File: config.mk
export PLATFORM = sky130hd
export DESIGN_NAME = sar_conv_ctrl
export DESIGN_NICKNAME = d
export VERILOG_FILES = /design/src/rtl/sar_ctrl_pkg.sv /design/src/rtl/sar_conv_trigger.sv /design/src/rtl/sar_search.sv /design/src/rtl/sar_result_hold.sv /design/src/rtl/sar_conv_ctrl.sv
export SDC_FILE = /design/constraint.sdc
export NUM_CORES = 1
export LEC_CHECK = 0
export CAP_MARGIN = 20
export CORE_ASPECT_RATIO = 0.5
export CORE_UTILIZATION = 65
export CTS_CLUSTER_SIZE = 16
export DETAILED_ROUTE_END_ITERATION = 10
export DONT_BUFFER_PORTS = 1
export PLACE_DENSITY = 0.83
export RECOVER_POWER = 100
export SYNTH_ARGS = -nofsm -noshare
export SYNTH_HDL_FRONTEND = slang
export SYNTH_SLANG_ARGS = --single-unit
export TNS_END_PERCENT = 50
File: constraint.sdc
create_clock -name clk -period 3.9 [get_ports clk]
set_input_delay 0.195 -clock clk [delete_from_list [all_inputs] [get_ports clk]]
set_output_delay 0.195 -clock clk [all_outputs]
set_load 0.005 [all_outputs]
File: src/rtl/sar_ctrl_pkg.sv
package sar_ctrl_pkg;
  typedef enum logic [1:0] {
    ST_IDLE    = 2'd0,
    ST_CONV    = 2'd1,
    ST_LATCH   = 2'd2,
    ST_RELEASE = 2'd3
  } sar_state_e;
endpackage

File: src/rtl/sar_conv_trigger.sv
module sar_conv_trigger (
  input  logic clk,
  input  logic rst_n,
  input  logic cs_n,
  input  logic rc_n,
  input  logic pwrdn,
  input  logic idle,
  output logic start
);
  logic sel_now;
  logic sel_q;

  assign sel_now = cs_n | rc_n;

  always_ff @(posedge clk or negedge rst_n) begin
    if (!rst_n) sel_q <= 1'b1;
    else        sel_q <= sel_now;
  end

  // select asserted now, deasserted last cycle: second input just fell
  assign start = sel_q & ~sel_now & ~pwrdn & idle;
endmodule

File: src/rtl/sar_search.sv
module sar_search #(
  parameter int WIDTH = 16
) (
  input  logic             clk,
  input  logic             rst_n,
  input  logic             load,
  input  logic             step,
  input  logic             cmp_ge,
  output logic [WIDTH-1:0] code,
  output logic             last
);
  localparam logic [WIDTH-1:0] MSB_ONLY = {1'b1, {(WIDTH-1){1'b0}}};

  logic [WIDTH-1:0] code_q, code_d;
  logic [WIDTH-1:0] mask_q, mask_d;

  always_comb begin
    code_d = code_q;
    mask_d = mask_q;
    if (load) begin
      code_d = MSB_ONLY;
      mask_d = MSB_ONLY;
    end else if (step) begin
      code_d = (cmp_ge ? code_q : (code_q & ~mask_q)) | (mask_q >> 1);
      mask_d = mask_q >> 1;
    end
  end

  always_ff @(posedge clk or negedge rst_n) begin
    if (!rst_n) begin
      code_q <= '0;
      mask_q <= '0;
    end else if (load || step) begin
      code_q <= code_d;
      mask_q <= mask_d;
    end
  end

  assign code = code_q;
  assign last = mask_q[0];
endmodule

File: src/rtl/sar_result_hold.sv
module sar_result_hold #(
  parameter int WIDTH = 16
) (
  input  logic             clk,
  input  logic             rst_n,
  input  logic             capture,
  input  logic [WIDTH-1:0] code,
  output logic [WIDTH-1:0] result,
  output logic             strobe,
  output logic             valid
);
  logic [WIDTH-1:0] result_q;
  logic             valid_q;
  logic             primed_q;
  logic             strobe_q;

  always_ff @(posedge clk or negedge rst_n) begin
    if (!rst_n) begin
      result_q <= '0;
      valid_q  <= 1'b0;
      primed_q <= 1'b0;
    end else if (capture) begin
      result_q <= code;
      valid_q  <= primed_q;
      primed_q <= 1'b1;
    end
  end

  always_ff @(posedge clk or negedge rst_n) begin
    if (!rst_n) strobe_q <= 1'b0;
    else        strobe_q <= capture;
  end

  assign result = result_q;
  assign valid  = valid_q;
  assign strobe = strobe_q;
endmodule

File: src/rtl/sar_conv_ctrl.sv
module sar_conv_ctrl #(
  parameter int WIDTH = 16
) (
  input  logic             clk,
  input  logic             rst_n,
  input  logic             cs_n,
  input  logic             rc_n,
  input  logic             pwrdn,
  input  logic             cmp_ge,
  output logic [WIDTH-1:0] trial_code,
  output logic             busy_n,
  output logic [WIDTH-1:0] result,
  output logic             result_strobe,
  output logic             result_valid
);
  import sar_ctrl_pkg::*;

  logic [1:0] rst_sync_q;
  logic       rst_int_n;

  always_ff @(posedge clk or negedge rst_n) begin
    if (!rst_n) rst_sync_q <= 2'b00;
    else        rst_sync_q <= {rst_sync_q[0], 1'b1};
  end
  assign rst_int_n = rst_sync_q[1];

  sar_state_e state_q, state_d;
  logic start, load, step, capture, last;
  logic idle;

  assign idle = (state_q == ST_IDLE);

  sar_conv_trigger u_trigger (
    .clk   (clk),
    .rst_n (rst_int_n),
    .cs_n  (cs_n),
    .rc_n  (rc_n),
    .pwrdn (pwrdn),
    .idle  (idle),
    .start (start)
  );

  always_comb begin
    state_d = state_q;
    load    = 1'b0;
    step    = 1'b0;
    capture = 1'b0;
    unique case (state_q)
      ST_IDLE: begin
        if (start) begin
          load    = 1'b1;
          state_d = ST_CONV;
        end
      end
      ST_CONV: begin
        step = 1'b1;
        if (last) state_d = ST_LATCH;
      end
      ST_LATCH: begin
        capture = 1'b1;
        state_d = ST_RELEASE;
      end
      ST_RELEASE: state_d = ST_IDLE;
      default:    state_d = ST_IDLE;
    endcase
  end

  always_ff @(posedge clk or negedge rst_int_n) begin
    if (!rst_int_n) state_q <= ST_IDLE;
    else            state_q <= state_d;
  end

  sar_search #(.WIDTH(WIDTH)) u_search (
    .clk    (clk),
    .rst_n  (rst_int_n),
    .load   (load),
    .step   (step),
    .cmp_ge (cmp_ge),
    .code   (trial_code),
    .last   (last)
  );

  sar_result_hold #(.WIDTH(WIDTH)) u_hold (
    .clk     (clk),
    .rst_n   (rst_int_n),
    .capture (capture),
    .code    (trial_code),
    .result  (result),
    .strobe  (result_strobe),
    .valid   (result_valid)
  );

  assign busy_n = idle;
endmodule

==> results.md <==
- Outcome: finished with violations
- Violated checks: design-rule violations
- Min Tclk post-route: 2129 ps
- CP Max Fanout: 18
- Seq/Total Area, Yosys: 62.70%
- Die Span X: 84.97 um
- Number of diodes: 0
- Critical path class: register to register
- Via count: 1,395
- Max VDD drop: 0.4198 mV
- # clock sinks: 56
- CP peak stage delay: 610 ps
- H-tree depth: 2
- Die Y: 43.49 um
- Area Growth Syn to Fin: 5.313%
- Via/cell ratio: 5.886
- Req. time, crit path: 4150 ps
- Total GRT Usage: 21.97%
- Mapped cell area: 2237 sq um
- #FFs+latches synth: 56
- Clock skew: 3.056 ps
- Final layout net count: 205
- Final wirelength: 3753 um
- Synth warnings: 0
- CTS max path bufs: 2
- Critical Path, Cell by Cell: inv_1 > ha_1 > clkinv_1 > nor2_1 > o32a_1
- Fill cells: 209
- Final Instance Count excl. Fillers: 237
- CTS Buf Count: 5
- IO buf count: 0
- RSZ-0062 raised after global routing: no
- Top Family by Delay on Critical Path: buffers and inverters
- Global-route wire length before repair: 5947 um
- Largest net degree at the start of global routing: 53
- Clk Latency, worst-skew pair: 310 ps
- P_leak: 0.001005 uW
- Die area: 3695 sq um
- Drt drc: 3
- Slew Limit Fails: 0
- I/O pin count: 41
- Critical-path top delay cell: clkinv_1
- Share of layout cells above drive strength 1: 15.74%
- CP startpoint kind: register
- Setup-failing EPs final: 0
- Synth top area cells: dfrtp_1 62%, mux2_2 9.1%, a21oi_1 6.3%, nand2_1 5.0%, o21ai_0 3.4%
- Power Dens Cells: 808.6 nW/um^2
- Post-CTS resize count: 0
- Max-Cap Viols: 0
- Slew @ Worst Pin: 974.8 ps
- Mapped Avg Cell Area: 11.53 sq um
- Max Fclk: 0.4698 GHz
- Final period utilization: 54.58%
- Vias in the first global route: 1,297
- Mapped Cells: 194
- Final Hold Vio Count: 0
- Mapped Nets: 203
- Synth top area share: 61.52%
- Initial DRC count: 98
- Netlist cell types: 25
- Initial core utilization: 71.35%
- Worst slew margin: 35.02%
- Total grt overflow: 0
- Antenna Nets Post-Route: 0
- Num rows: 14
- CP endpoint kind: register
- TritonRoute pass-1 iters: 8
- Root buffer cell: clkbuf_8
- Initial antenna violation count: 0
- Clk slew on worst S/H paths: 90 ps
- Placed Cells: 225
- Hold Crit Class: register to asynchronous set/reset pin
- CTS tree: built
- Core area: 3136 sq um
- Routed wire length per instance: 15.84 um
- Setup TNS: 0 ps
- GP Congestion: 0.7363
- Arr. time, crit path: 2380 ps
- CP bufs+invs: 2
- Synth area leader: dfrtp_1
- DP HPWL: 2380 um
## cells by family after synthesis
group	count (synthesis)	share of synthesized area [%]
flip-flops	56	62.70
AO/OA/AOI/OAI	49	12.08
AND/OR/NAND/NOR	37	7.774
buffers and inverters	30	6.543
multiplexers	18	9.060
adder cells (fa/ha/maj)	3	1.678
other	1	0.1676
## synth_stat cells
cell type  count
dfrtp_1       55
nand2_1       30
a21oi_1       28
inv_1         19
mux2_2        18
o21ai_0       15
buf_2          3
buf_6          3
ha_1           3
a21oi_2        2
buf_4          2
clkbuf_1       2
or2_2          2
a21o_1         1
a2bb2oi_2      1
and2_1         1
clkinv_1       1
conb_1         1
dfstp_2        1
nand2b_1       1
nand2b_2       1
nor2_1         1
nor4b_4        1
o21ai_1        1
o32a_1         1
## layer usage
metal | GRT usage [%] | wire length (um) | vias to the layer above
met5 | 0 | 0 | -
met4 | 10.51 | 65 | 0
met3 | 7.619 | 256 | 8
met2 | 33.87 | 1701 | 45
met1 | 28.85 | 1730 | 704
li1 | - | - | 638
## final timing paths
| check | from | endpoint | slack [ps] | depth (start not counted) |
|---|---|---|---|---|
| worst max-delay path | state_q[1]$_DFFE_PN0P_ | state_q[0]$_DFFE_PN0P_ | 1770 | 5 |
| worst min-delay path | rst_sync_q[1]$_DFF_PN0_ | u_hold.result[8]$_DFFE_PN0P_ | 50 | 0 |
| worst max register to register | state_q[1]$_DFFE_PN0P_ | state_q[0]$_DFFE_PN0P_ | 1770 | 5 |
| worst min register to register | rst_sync_q[1]$_DFF_PN0_ | u_hold.result[8]$_DFFE_PN0P_ | 50 | 0 |
| max in group asynchronous | rst_sync_q[1]$_DFF_PN0_ | u_hold.result[12]$_DFFE_PN0P_ | 3040 | 1 |
| min in group clk | rc_n | state_q[0]$_DFFE_PN0P_ | 260 | 3 |
## where the power goes
group / leakage [uW] / switching [uW] / total [uW] / internal [uW]
logic: 0.000276 / 280 / 546 / 266
clock network: 0.0000455 / 175 / 320 / 145
registers: 0.000683 / 202 / 1040 / 837
## final cells by class
class                   instances  area, sq um  share of cell area, %
clock buffers                   8        90.09                  3.824
inverters                      20        75.07                  3.186
multi-input cells             108        671.9                  28.52
flip-flops and latches         56         1404                  59.59
well taps                      40        50.05                  2.124
repair buffers                  5        65.06                  2.762
## through the flow
step                      total power (uW)  utilization (%)  hold WS, ps  area (sq um)  setup WS, ps
after CTS                             1926            74.78        55.05          2345          1735
after global routing                  2022            75.14        63.57          2356          1609
after floorplan                       1476                -       -100.6          2237          2227
final                                 1905            75.14        50.39          2356          1771
after global placement                1561            70.95       -100.5          2225          1868
after detailed placement              1608            70.95       -100.5          2225          1766
## registers in the layout, indices dropped and copies added, names as in the netlist
register and count:
state_q 2, u_hold.valid 1, u_hold.primed_q 1, u_search.mask_q 16
u_hold.strobe 1, u_hold.result 16, u_trigger.sel_q 1, u_search.code 16
rst_sync_q 2
## worst register-to-register path, stage by stage (launching register included)
cell      delay (ps)
dfrtp_1          400
inv_1             90
ha_1             570
clkinv_1         610
nor2_1           250
o32a_1           160
## repair_timing
action                    in CTS  in global routing
setup buffers                  0                  0
hold endpoints to repair       3                  0
hold buffers                   3                  0
## cells in the final DEF (no fill, tap or decap), types with 2 or more instances in the layout
| master | count |
|---|---|
| a21oi_1 | 30 |
| clkbuf_1 | 2 |
| clkbuf_8 | 6 |
| dfrtp_1 | 54 |
| dlygate4sd3_1 | 3 |
| ha_1 | 3 |
| inv_1 | 19 |
| mux2_2 | 18 |
| nand2_1 | 30 |
| nand2b_1 | 2 |
| o21ai_0 | 15 |
| or2_2 | 2 |
Note: power is estimated with default switching activity, not from simulation.
